$ cat config.mk
export PLATFORM = sky130hd
export DESIGN_NAME = usbtx_engine
export DESIGN_NICKNAME = d
export VERILOG_FILES = /design/src/rtl/usbtx_pkg.sv /design/src/rtl/usbtx_crc16.sv /design/src/rtl/usbtx_wordbuf.sv /design/src/rtl/usbtx_ctrl.sv /design/src/rtl/usbtx_engine.sv
export SDC_FILE = /design/constraint.sdc
export NUM_CORES = 1
export LEC_CHECK = 0
export ABC_AREA = 1
export BUFFER_PORTS_ARGS = -buffer_cell sky130_fd_sc_hd__buf_2
export CORE_AREA = 10 10 90 123
export CTS_CLUSTER_SIZE = 10
export DETAILED_ROUTE_END_ITERATION = 7
export DIE_AREA = 0 0 100 133
export PLACE_DENSITY = 0.79
export SYNTH_ARGS = -nofsm -noshare
export SYNTH_HDL_FRONTEND = slang
export SYNTH_SLANG_ARGS = --single-unit
$ cat constraint.sdc
create_clock -name clk -period 2.25 [get_ports clk]
set_input_delay 0.225 -clock clk [delete_from_list [all_inputs] [get_ports clk]]
set_output_delay 0.225 -clock clk [all_outputs]
set_load 0.005 [all_outputs]
$ cat src/rtl/usbtx_pkg.sv
package usbtx_pkg;

  typedef enum logic [3:0] {
    ST_IDLE,
    ST_DADDR,
    ST_DCNT,
    ST_FIRST,
    ST_PID,
    ST_DATA,
    ST_CRCL,
    ST_CRCH,
    ST_HS
  } tx_state_t;

  localparam logic [1:0] STAT_OFF   = 2'b00;
  localparam logic [1:0] STAT_STALL = 2'b01;
  localparam logic [1:0] STAT_NAK   = 2'b10;
  localparam logic [1:0] STAT_VALID = 2'b11;

  localparam logic [7:0] PID_DATA0 = 8'hC3;
  localparam logic [7:0] PID_DATA1 = 8'h4B;
  localparam logic [7:0] PID_NAK   = 8'h5A;
  localparam logic [7:0] PID_STALL = 8'h1E;

  // Reflected CRC16 step over one byte, LSB first.
  function automatic logic [15:0] crc16_step(input logic [15:0] crc, input logic [7:0] b);
    logic [15:0] c;
    c = crc;
    for (int i = 0; i < 8; i++) begin
      if (c[0] ^ b[i]) c = (c >> 1) ^ 16'hA001;
      else             c = c >> 1;
    end
    return c;
  endfunction

  function automatic logic [7:0] data_pid(input logic tog);
    return tog ? PID_DATA1 : PID_DATA0;
  endfunction

  function automatic logic [7:0] hs_pid(input logic [1:0] stat);
    return (stat == STAT_STALL) ? PID_STALL : PID_NAK;
  endfunction

endpackage

$ cat src/rtl/usbtx_crc16.sv
module usbtx_crc16
  import usbtx_pkg::*;
(
  input  logic        clk,
  input  logic        rst_n,
  input  logic        clr,
  input  logic        upd,
  input  logic [7:0]  din,
  output logic [15:0] crc_out
);

  logic [15:0] crc_q;

  always_ff @(posedge clk) begin
    if (!rst_n)   crc_q <= 16'hFFFF;
    else if (clr) crc_q <= 16'hFFFF;
    else if (upd) crc_q <= crc16_step(crc_q, din);
  end

  assign crc_out = ~crc_q;

  // freshly cleared accumulator yields the empty-payload CRC
  a_r7_empty_crc: assert property (@(posedge clk) disable iff (!rst_n)
    $past(clr) |-> crc_out == 16'h0000);

endmodule

$ cat src/rtl/usbtx_wordbuf.sv
module usbtx_wordbuf (
  input  logic        clk,
  input  logic        rst_n,
  input  logic        issue,
  input  logic [15:0] rd_data,
  input  logic        load,
  input  logic        hi_sel,
  output logic [7:0]  byte_out
);

  logic        cap_q;
  logic        have_q;
  logic [15:0] nxt_q;
  logic [15:0] word_q;

  always_ff @(posedge clk) begin
    if (!rst_n) begin
      cap_q  <= 1'b0;
      have_q <= 1'b0;
      nxt_q  <= '0;
      word_q <= '0;
    end else begin
      cap_q <= issue;
      if (load) begin
        word_q <= cap_q ? rd_data : nxt_q;
        have_q <= 1'b0;
      end else if (cap_q) begin
        nxt_q  <= rd_data;
        have_q <= 1'b1;
      end
    end
  end

  assign byte_out = hi_sel ? word_q[15:8] : word_q[7:0];

  // a word is only consumed once it has arrived from memory
  a_r6_load_has_data: assert property (@(posedge clk) disable iff (!rst_n)
    load |-> (cap_q || have_q));

  // an arriving word never overwrites an unconsumed one
  a_r6_no_overwrite: assert property (@(posedge clk) disable iff (!rst_n)
    (cap_q && !load) |-> !have_q);

endmodule

$ cat src/rtl/usbtx_ctrl.sv
module usbtx_ctrl
  import usbtx_pkg::*;
#(
  parameter int EP_W      = 3,
  parameter int MEM_AW    = 9,
  parameter int CNT_W     = 10,
  parameter int DESC_BASE = 0
) (
  input  logic                    clk,
  input  logic                    rst_n,
  input  logic                    tok_valid,
  input  logic [EP_W-1:0]         tok_ep,
  input  logic [2*(1<<EP_W)-1:0]  ep_stat,
  input  logic [(1<<EP_W)-1:0]    ep_tog,
  output logic                    mem_rd_en,
  output logic [MEM_AW-1:0]       mem_rd_addr,
  input  logic [15:0]             mem_rd_data,
  input  logic                    tx_ready,
  output logic                    tx_valid,
  output logic                    tx_last,
  output tx_state_t               state,
  output logic [7:0]              pid,
  output logic                    hi_sel,
  output logic                    buf_issue,
  output logic                    buf_load,
  output logic                    crc_clr,
  output logic                    crc_upd,
  output logic                    done,
  output logic [EP_W-1:0]         done_ep
);

  tx_state_t         state_q, state_d;
  logic [EP_W-1:0]   ep_q, ep_d;
  logic [7:0]        pid_q, pid_d;
  logic [15:0]       addr_q, addr_d;
  logic [CNT_W-1:0]  rem_q, rem_d;
  logic              hi_q, hi_d;
  logic              done_q;
  logic [EP_W-1:0]   done_ep_q;

  logic [1:0]        tok_stat;
  logic              accept;
  logic              last_ack;
  logic [MEM_AW-1:0] desc_a;
  logic [15:0]       addr_nx;
  logic              unused_bits;

  assign tok_stat    = ep_stat[{tok_ep, 1'b0} +: 2];
  assign tx_valid    = (state_q == ST_PID) || (state_q == ST_DATA) || (state_q == ST_CRCL) ||
                       (state_q == ST_CRCH) || (state_q == ST_HS);
  assign tx_last     = (state_q == ST_CRCH) || (state_q == ST_HS);
  assign accept      = tx_valid && tx_ready;
  assign last_ack    = (state_q == ST_CRCH) && tx_ready;
  assign desc_a      = MEM_AW'(DESC_BASE) + MEM_AW'({ep_q, 2'b00});
  assign addr_nx     = addr_q + 16'd2;
  assign unused_bits = ^{addr_q[15:MEM_AW+1], addr_q[0], addr_nx[15:MEM_AW+1], addr_nx[0]};

  always_comb begin
    state_d     = state_q;
    ep_d        = ep_q;
    pid_d       = pid_q;
    addr_d      = addr_q;
    rem_d       = rem_q;
    hi_d        = hi_q;
    mem_rd_en   = 1'b0;
    mem_rd_addr = '0;
    buf_issue   = 1'b0;
    buf_load    = 1'b0;
    crc_clr     = 1'b0;
    crc_upd     = 1'b0;
    case (state_q)
      ST_IDLE: begin
        if (tok_valid && tok_stat != STAT_OFF) begin
          ep_d = tok_ep;
          if (tok_stat == STAT_VALID) begin
            pid_d   = data_pid(ep_tog[tok_ep]);
            crc_clr = 1'b1;
            state_d = ST_DADDR;
          end else begin
            pid_d   = hs_pid(tok_stat);
            state_d = ST_HS;
          end
        end
      end
      ST_DADDR: begin
        mem_rd_en   = 1'b1;
        mem_rd_addr = desc_a;
        state_d     = ST_DCNT;
      end
      ST_DCNT: begin
        mem_rd_en   = 1'b1;
        mem_rd_addr = desc_a + MEM_AW'(1);
        addr_d      = mem_rd_data;
        state_d     = ST_FIRST;
      end
      ST_FIRST: begin
        rem_d       = mem_rd_data[CNT_W-1:0];
        mem_rd_en   = |mem_rd_data[CNT_W-1:0];
        buf_issue   = mem_rd_en;
        mem_rd_addr = addr_q[MEM_AW:1];
        hi_d        = 1'b0;
        state_d     = ST_PID;
      end
      ST_PID: begin
        if (tx_ready) begin
          if (rem_q == '0) begin
            state_d = ST_CRCL;
          end else begin
            buf_load = 1'b1;
            state_d  = ST_DATA;
          end
        end
      end
      ST_DATA: begin
        if (tx_ready) begin
          crc_upd = 1'b1;
          rem_d   = rem_q - CNT_W'(1);
          if (rem_q == CNT_W'(1)) begin
            state_d = ST_CRCL;
          end else if (!hi_q) begin
            hi_d = 1'b1;
            if (rem_q > CNT_W'(2)) begin
              mem_rd_en   = 1'b1;
              buf_issue   = 1'b1;
              mem_rd_addr = addr_nx[MEM_AW:1];
            end
          end else begin
            hi_d     = 1'b0;
            buf_load = 1'b1;
            addr_d   = addr_nx;
          end
        end
      end
      ST_CRCL: if (tx_ready) state_d = ST_CRCH;
      ST_CRCH: if (tx_ready) state_d = ST_IDLE;
      ST_HS:   if (tx_ready) state_d = ST_IDLE;
      default: state_d = ST_IDLE;
    endcase
  end

  always_ff @(posedge clk) begin
    if (!rst_n) begin
      state_q   <= ST_IDLE;
      ep_q      <= '0;
      pid_q     <= '0;
      addr_q    <= '0;
      rem_q     <= '0;
      hi_q      <= 1'b0;
      done_q    <= 1'b0;
      done_ep_q <= '0;
    end else begin
      state_q   <= state_d;
      ep_q      <= ep_d;
      pid_q     <= pid_d;
      addr_q    <= addr_d;
      rem_q     <= rem_d;
      hi_q      <= hi_d;
      done_q    <= last_ack;
      if (last_ack) done_ep_q <= ep_q;
    end
  end

  assign state   = state_q;
  assign pid     = pid_q;
  assign hi_sel  = hi_q;
  assign done    = done_q;
  assign done_ep = done_ep_q;

  // no memory traffic while waiting for a token
  a_r2_idle_no_read: assert property (@(posedge clk) disable iff (!rst_n)
    (state_q == ST_IDLE) |-> !mem_rd_en);

  // a handshake is one byte, then back to idle with no completion pulse
  a_r3_hs_single: assert property (@(posedge clk) disable iff (!rst_n)
    (state_q == ST_HS && tx_ready) |=> (state_q == ST_IDLE && !done_q && !mem_rd_en));

  // descriptor count word is read right after the address word
  a_r4_desc_pair: assert property (@(posedge clk) disable iff (!rst_n)
    (state_q == ST_DADDR) |=> (mem_rd_en && mem_rd_addr == $past(mem_rd_addr) + MEM_AW'(1)));

  // a stalled byte keeps its framing
  a_r8_hold_frame: assert property (@(posedge clk) disable iff (!rst_n)
    (tx_valid && !tx_ready) |=> (tx_valid && $stable(tx_last) && $stable(state_q)));

  // completion is a single-cycle pulse
  a_r9_done_pulse: assert property (@(posedge clk) disable iff (!rst_n)
    done_q |=> !done_q);

  // a token during a response does not restart the sequence
  a_r10_busy_ignore: assert property (@(posedge clk) disable iff (!rst_n)
    (state_q != ST_IDLE && tok_valid) |=> $stable(ep_q));

endmodule

$ cat src/rtl/usbtx_engine.sv
module usbtx_engine
  import usbtx_pkg::*;
#(
  parameter int EP_W      = 3,
  parameter int MEM_AW    = 9,
  parameter int CNT_W     = 10,
  parameter int DESC_BASE = 0
) (
  input  logic                    clk,
  input  logic                    rst_n,
  input  logic                    tok_valid,
  input  logic [EP_W-1:0]         tok_ep,
  input  logic [2*(1<<EP_W)-1:0]  ep_stat,
  input  logic [(1<<EP_W)-1:0]    ep_tog,
  output logic                    mem_rd_en,
  output logic [MEM_AW-1:0]       mem_rd_addr,
  input  logic [15:0]             mem_rd_data,
  output logic                    tx_valid,
  input  logic                    tx_ready,
  output logic [7:0]              tx_data,
  output logic                    tx_last,
  output logic                    tx_done,
  output logic [EP_W-1:0]         tx_done_ep
);

  tx_state_t   st;
  logic [7:0]  pid;
  logic        hi_sel;
  logic        buf_issue;
  logic        buf_load;
  logic        crc_clr;
  logic        crc_upd;
  logic [7:0]  pay_byte;
  logic [15:0] crc_val;

  usbtx_ctrl #(
    .EP_W(EP_W), .MEM_AW(MEM_AW), .CNT_W(CNT_W), .DESC_BASE(DESC_BASE)
  ) u_ctrl (
    .clk(clk), .rst_n(rst_n),
    .tok_valid(tok_valid), .tok_ep(tok_ep), .ep_stat(ep_stat), .ep_tog(ep_tog),
    .mem_rd_en(mem_rd_en), .mem_rd_addr(mem_rd_addr), .mem_rd_data(mem_rd_data),
    .tx_ready(tx_ready), .tx_valid(tx_valid), .tx_last(tx_last),
    .state(st), .pid(pid), .hi_sel(hi_sel),
    .buf_issue(buf_issue), .buf_load(buf_load),
    .crc_clr(crc_clr), .crc_upd(crc_upd),
    .done(tx_done), .done_ep(tx_done_ep)
  );

  usbtx_wordbuf u_buf (
    .clk(clk), .rst_n(rst_n),
    .issue(buf_issue), .rd_data(mem_rd_data),
    .load(buf_load), .hi_sel(hi_sel), .byte_out(pay_byte)
  );

  usbtx_crc16 u_crc (
    .clk(clk), .rst_n(rst_n),
    .clr(crc_clr), .upd(crc_upd), .din(pay_byte), .crc_out(crc_val)
  );

  always_comb begin
    case (st)
      ST_PID, ST_HS: tx_data = pid;
      ST_DATA:       tx_data = pay_byte;
      ST_CRCL:       tx_data = crc_val[7:0];
      ST_CRCH:       tx_data = crc_val[15:8];
      default:       tx_data = 8'h00;
    endcase
  end

  // the byte itself is held while the consumer stalls
  a_r8_data_hold: assert property (@(posedge clk) disable iff (!rst_n)
    (tx_valid && !tx_ready) |=> $stable(tx_data));

  // after the closing byte the stream goes quiet
  a_r7_last_ends: assert property (@(posedge clk) disable iff (!rst_n)
    (tx_valid && tx_ready && tx_last) |=> !tx_valid);

endmodule

Yosys cells after proc, flatten, opt, wreduce, memory -nomap -nowiden
Cells that the tools add are included.
{"block": "op_classes", "n_shift": 1, "addsub": 3, "mux": 78, "reduce_logical": 22, "bitwise_logic": 18, "eq_ne": 19, "order_cmp": 2}
{"operator": "2-to-1 mux 16 bit", "count": 33}
{"operator": "2-to-1 mux 9 bit", "count": 4}
{"operator": "one-hot mux 9 bit (4 select lines)", "count": 1}
{"operator": "one-hot mux 16 bit (2 select lines)", "count": 1}
{"operator": "one-hot mux 4 bit (8 select lines)", "count": 1}
{"operator": "one-hot mux 8 bit (4 select lines)", "count": 1}
{"operator": "2-to-1 mux 4 bit", "count": 7}
{"operator": "2-to-1 mux 8 bit", "count": 3}
{"operator": "inverter 2 -> 3 bit", "count": 8}
{"operator": "one-hot mux 10 bit (2 select lines)", "count": 1}
{"operator": "2-to-1 mux 1 bit", "count": 18}
{"operator": "adder 16 x 2 -> 16 bit (second input constant)", "count": 1}
{"operator": "== test 4 x 3 -> 1 bit (second input constant)", "count": 4}
{"operator": "inverter 16 bit", "count": 1}
{"operator": "indexed part select 16 x 5 -> 2 bit", "count": 1}
{"operator": "== test 10 x 1 -> 1 bit (second input constant)", "count": 1}
{"operator": "> comparator 10 x 2 -> 1 bit (second input constant)", "count": 1}
{"operator": "zero test 10 bit", "count": 1}
{"operator": "2-to-1 mux 10 bit", "count": 1}
{"operator": "inequality test 2 bit (second input constant)", "count": 5}
{"operator": "OR reduction 10 bit", "count": 1}
{"operator": "subtractor 10 x 1 -> 10 bit (second input constant)", "count": 1}
{"operator": "== test 4 x 2 -> 1 bit (second input constant)", "count": 2}
{"operator": "OR reduction 2 bit", "count": 4}
{"operator": "22 further kinds", "count": 41}
{"block": "word_totals", "ff_bits": 95, "inputBits": 47, "word_cells": 155, "out_inout_bits": 24}

Depth between registers and ports, before layout
{"block": "depth", "word_depth": 39, "depth_mapped": 17, "mapped_depth_nobuf": 17}

Hierarchy
Synthesis repeated with hierarchy kept, for this count alone.
{"block": "unflattened", "cells_unflattened": 879, "area_unflattened_um2": 5459.0}
{"module": "usbtx_ctrl", "seq_area_each_um2": 760.7, "instances": 1, "area_per_inst_um2": 2568.7, "cells_each": 403}
{"module": "usbtx_wordbuf", "seq_area_each_um2": 660.6, "instances": 1, "area_per_inst_um2": 1676.6, "cells_each": 267}
{"module": "usbtx_crc16", "seq_area_each_um2": 320.3, "instances": 1, "area_per_inst_um2": 932.1, "cells_each": 154}
{"module": "usbtx_engine", "seq_area_each_um2": 0.0, "instances": 1, "area_per_inst_um2": 281.5, "cells_each": 55}

Worst setup path after synthesis
Ideal clock, no wire load.
{"block": "synth_timing", "kind": "register -> register", "from": "register u_ctrl.rem_q[4]", "to": "register u_ctrl.addr_q[6]", "required_ps": 2127, "slack_ps": 655, "path_buffers": 1, "stages_incl_launch_ff": 12, "t_arrival_ps": 1472, "setup_ps": 123, "cell_sequence": "dfxtp_1 inv_2 nand2_1 nor3_2 nand4_1 inv_1 nor2_1 o21ai_2 inv_1 buf_2 o21ai_0 a31oi_1"}
{"block": "synth_between", "elab_chain_cells": 3}
{"item": "start, declared", "line": "usbtx_ctrl.sv:36", "rtl": "logic [CNT_W-1:0] rem_q, rem_d;"}
{"item": "start signal, assigned", "line": "usbtx_ctrl.sv:156", "rtl": "rem_q <= rem_d;"}
{"item": "== test 10 x 1 -> 1 bit", "line": "usbtx_ctrl.sv:118", "rtl": "if (rem_q == CNT_W'(1)) begin"}
{"item": "inequality test 2 bit (no line)"}
{"item": "AND reduction 4 bit (no line)"}
{"item": "end signal, assigned", "line": "usbtx_ctrl.sv:155", "rtl": "addr_q <= addr_d;"}
{"item": "end, declared", "line": "usbtx_ctrl.sv:35", "rtl": "logic [15:0] addr_q, addr_d;"}
Every way passes these cells.
A chain may end at the register's enable or synchronous reset.

Worst setup path in the final report
{"block": "layout_timing", "from": "register u_ctrl.state_q[2] (netlist: u_ctrl.state[2])", "to": "output port tx_data[1]"}
{"block": "layout_between", "elab_chain_cells": 3, "elab_cells_between_ends": 7}
{"item": "start, declared", "line": "usbtx_ctrl.sv:32", "rtl": "tx_state_t state_q, state_d;"}
{"item": "start signal, assigned", "line": "usbtx_ctrl.sv:152", "rtl": "state_q <= state_d;"}
{"item": "== test 4 bit or == test 4 x 3 -> 1 bit (tied branches)", "line": "usbtx_engine.sv:61", "rtl": "case (st)"}
{"item": "OR reduction 2 bit", "line": "usbtx_engine.sv:61"}
{"item": "one-hot mux 8 bit (4 select lines) (*)", "line": "usbtx_engine.sv:61"}
{"item": "end, declared", "line": "usbtx_engine.sv:20", "rtl": "output logic [7:0] tx_data,"}
Mark *: on every way between the ends. The rest lies on a longest branch, timed or not.

==> flow_summary_export.csv <==
group,metric,value,unit
min_path,hold_class,"in -> reg",
sta,fin_skew,8.418,ps
synthesis,ys_ff_latch,87,
sta,rsz0062_at_grt,"false",
synthesis,syn_nets,803,
global_route,first_global_vias,5155,
worst_setup_path,critical_path.max_fanout,9,
synthesis,ys_async_sr_fraction,0,
cells_and_area,final_area,5767,um^2
floorplanning,die_area,13300,um^2
sta,slew_violations,0,
synthesis,syn-cell-area,5002,um^2
synthesis,avgSynthCellArea,6.652,um^2
synthesis,syn_inst,752,
sta,fin_crit,2148,ps
synthesis,ys.flop_type,"dfxtp_1",
drt,routedWlPerCell,15.17,um
cells_and_area,register_area,1748,um^2
sta,slew_headroom,0.6724,
global_route,grt_start_max_net_pins,56,
place,hpwl,10.59,mm
clock_network,root_buffer,"clkbuf_16",
floorplanning,fp.dieH,133,um
drt,drc,0,
floorplanning,ios,71,
cells_and_area,drive_gt1_frac,0.1956,
global_route,track_usage,0.2111,
clock_network,cts_max_level,3,
floorplanning,std_cell_rows,41,
global_route,grt_pass1_wl,23.68,mm
place,post_dp_cell_area,5433,um^2
sta,fin_setup_tns,0,ps
sta,whs,206.3,ps
drt,drtPass1Iterations,7,
worst_setup_path,worstSetupPathType,"reg -> out",
worst_setup_path,worst_setup_path_end_kind,"output pin",
cells_and_area,synthToLayoutAreaGrowth,15.28,%
drt,routed_wl,14.11,mm
global_route,antenna_found_initial,0,
sta,worst_slew_pin_slew,490.7,ps
clock_network,insertion_delay,350,ps
worst_setup_path,reg2reg_from,"u_ctrl.state[2]$_SDFFE_PN0P_",
cells_and_area,nNetsFinal,869,
clock_network,cts_tree,"done",
synthesis,ys_warn_count,0,
cells_and_area,diodes,0,
synthesis,synth_edf_count,0,
cells_and_area,n_fill_cell,816,
job,cap_viol_max_count,0,
drt,antenna_left,0,
sta,setup_viol,0,
clock_network,clk_pin_slew_worst_paths,60,ps
place,gp_congestion,0.9620,
synthesis,yosysUniqueCellTypes,44,
sta,period_share,0.9549,
pwr,irDropWorstVdd,633.8,uV
clock_network,cts-buffers-inserted,9,
min_path,hold_start,"mem_rd_data[2]",
floorplanning,start_util,0.5637,
pwr,p_per_area,930.9,nW/um^2
worst_setup_path,reg2regPathDepth,9,
drt,drtIter0Drc,356,
sta,hold_viol_final,0,
worst_setup_path,required,2030,ps
clock_network,cts_buffer_depth,2,
worst_setup_path,regToRegEndpoint,"u_ctrl.addr_q[5]$_SDFFE_PN0P_",
worst_setup_path,arrival,1920,ps
place,port_buffers,70,
floorplanning,core-area,8875,um^2
synthesis,ys_seq_area_frac,0.3482,
worst_setup_path,critPathLaunchType,"flop",
sta,timing.fmax,465.5,MHz
clock_network,clock-sinks,87,
floorplanning,die_w,100,um
cells_and_area,multi_input_area,2750,um^2
min_path,holdPathEnd,"u_ctrl.rem_q[2]$_SDFFE_PN0P_",
global_route,grt_overflow_total,0,
drt,vias,5286,
worst_setup_path,rrSetupSlack,240,ps
drt,viasPerCell,5.684,
outcome,outcome,"complete, no violations",
pwr,cellLeakagePower,2.611,nW
min_path,min_path_cells,3,
-- where the power goes --
group          internal (mW)  switching [mW]
Sequential              1.81           0.205
Clock                  0.806           0.616
Combinational          0.654            1.28
-- worst max-delay path by stage --
stage	to	depth (start not counted)	slack, ps	startpoint
global route	mem_rd_addr[8]	8	6	u_ctrl.addr_q[1]$_SDFFE_PN0P_
floorplan	u_ctrl.addr_q[6]$_SDFFE_PN0P_	11	650	u_ctrl.rem_q[4]$_SDFFE_PN0P_
finish	tx_data[1]	7	100	u_ctrl.state[2]$_SDFFE_PN0P_
detailed placement	mem_rd_en	9	160	u_ctrl.rem_q[4]$_SDFFE_PN0P_
CTS	mem_rd_addr[1]	9	9	u_ctrl.rem_q[1]$_SDFFE_PN0P_
global placement	mem_rd_en	9	260	u_ctrl.rem_q[4]$_SDFFE_PN0P_
-- layout make-up --
cell class	count	share of cell area
clock inverter	3	0.003038
timing repair buffer	87	0.08353
inverter	99	0.06509
multi-input combinational	534	0.4769
tap	107	0.02322
clock buffer	13	0.04513
sequential	87	0.3031
-- worst max-delay path: stages (launching register included) --
cell,delay [ps]
dfxtp_1,360
inv_1,80
nor2_2,160
inv_1,130
nor2_1,200
clkinv_2,210
o2111ai_1,280
buf_2,160
-- metrics by stage --
stage | power, mW | setup WS, ps | instances | utilization
final | 5.368 | 101.6 | 930 | 0.6498
after global routing | 5.723 | 5.943 | 930 | 0.6498
after CTS | 5.329 | 8.582 | 930 | 0.6457
after detailed placement | 3.874 | 164.2 | 913 | 0.6122
after global placement | 3.807 | 262.5 | 913 | 0.6122
after floorplan | 3.390 | 654.6 | 752 | -
-- synth_stat cells (all sizes together) (2+ instances only) --
master,number,area share
a32oi,2,0.0035
o21a,3,0.0045
xor2,2,0.0035
a31oi,9,0.011
ha,4,0.010
nand2,165,0.13
nor3,2,0.0030
clkinv,2,0.0015
a211oi,3,0.0045
nor2,82,0.067
o21ai,108,0.11
o2111ai,3,0.0053
buf,17,0.024
o211ai,20,0.041
nand4,2,0.0025
clkbuf,15,0.011
inv,97,0.073
dfxtp,87,0.35
o221ai,5,0.0088
nand3,51,0.053
o22ai,9,0.011
a21oi,53,0.055
a22oi,5,0.0075
-- kinds of logic after synthesis --
family | Yosys count | synth area share
compound gates | 222 | 0.2664
xor+xnor | 3 | 0.005254
fa+ha+maj | 4 | 0.01001
buf+inv | 131 | 0.1091
flops | 87 | 0.3482
simple gates | 305 | 0.2611
-- repair_timing --
item	4_1_cts	5_1_grt
pin swaps	1	1
setup endpoints to repair	8	10
buffers inserted	1	0
hold buffers	0	0
resized for setup	4	14
gates cloned	0	0
-- sequential cells by signal, indices dropped and copies added, names as in the netlist --
register / count
u_buf.cap_q: 1
u_crc.crc_q: 16
u_ctrl.state: 4
u_ctrl.addr_q: 9
u_ctrl.hi_sel: 1
u_ctrl.rem_q: 10
u_ctrl.done: 1
u_ctrl.ep_q: 3
u_ctrl.pid: 7
u_buf.word_q: 16
u_buf.nxt_q: 16
u_ctrl.done_ep: 3
-- cell usage in the layout, fill, tap and decap left out, types with 9 or more instances in the layout --
cell type	Yosys	routed
o211ai_2	11	10
clkbuf_16	0	9
o211ai_1	9	9
o21ai_1	10	11
nand2_1	152	151
buf_2	10	70
o22ai_1	9	9
a21oi_1	51	51
o21ai_0	94	93
buf_4	1	16
nand3_1	49	49
a31oi_1	9	9
inv_2	10	11
nor2_1	78	76
nand2_2	12	13
dfxtp_1	87	82
inv_1	87	85
-- routing by layer --
metal	global-route usage	vias to the layer above	routed length [um]
li1	-	2645	-
met1	0.2405	2421	5749
met2	0.3609	181	7134
met3	0.03856	39	736
met4	0.1118	0	488
met5	0	-	0
Power figures use the tool's default switching activity.
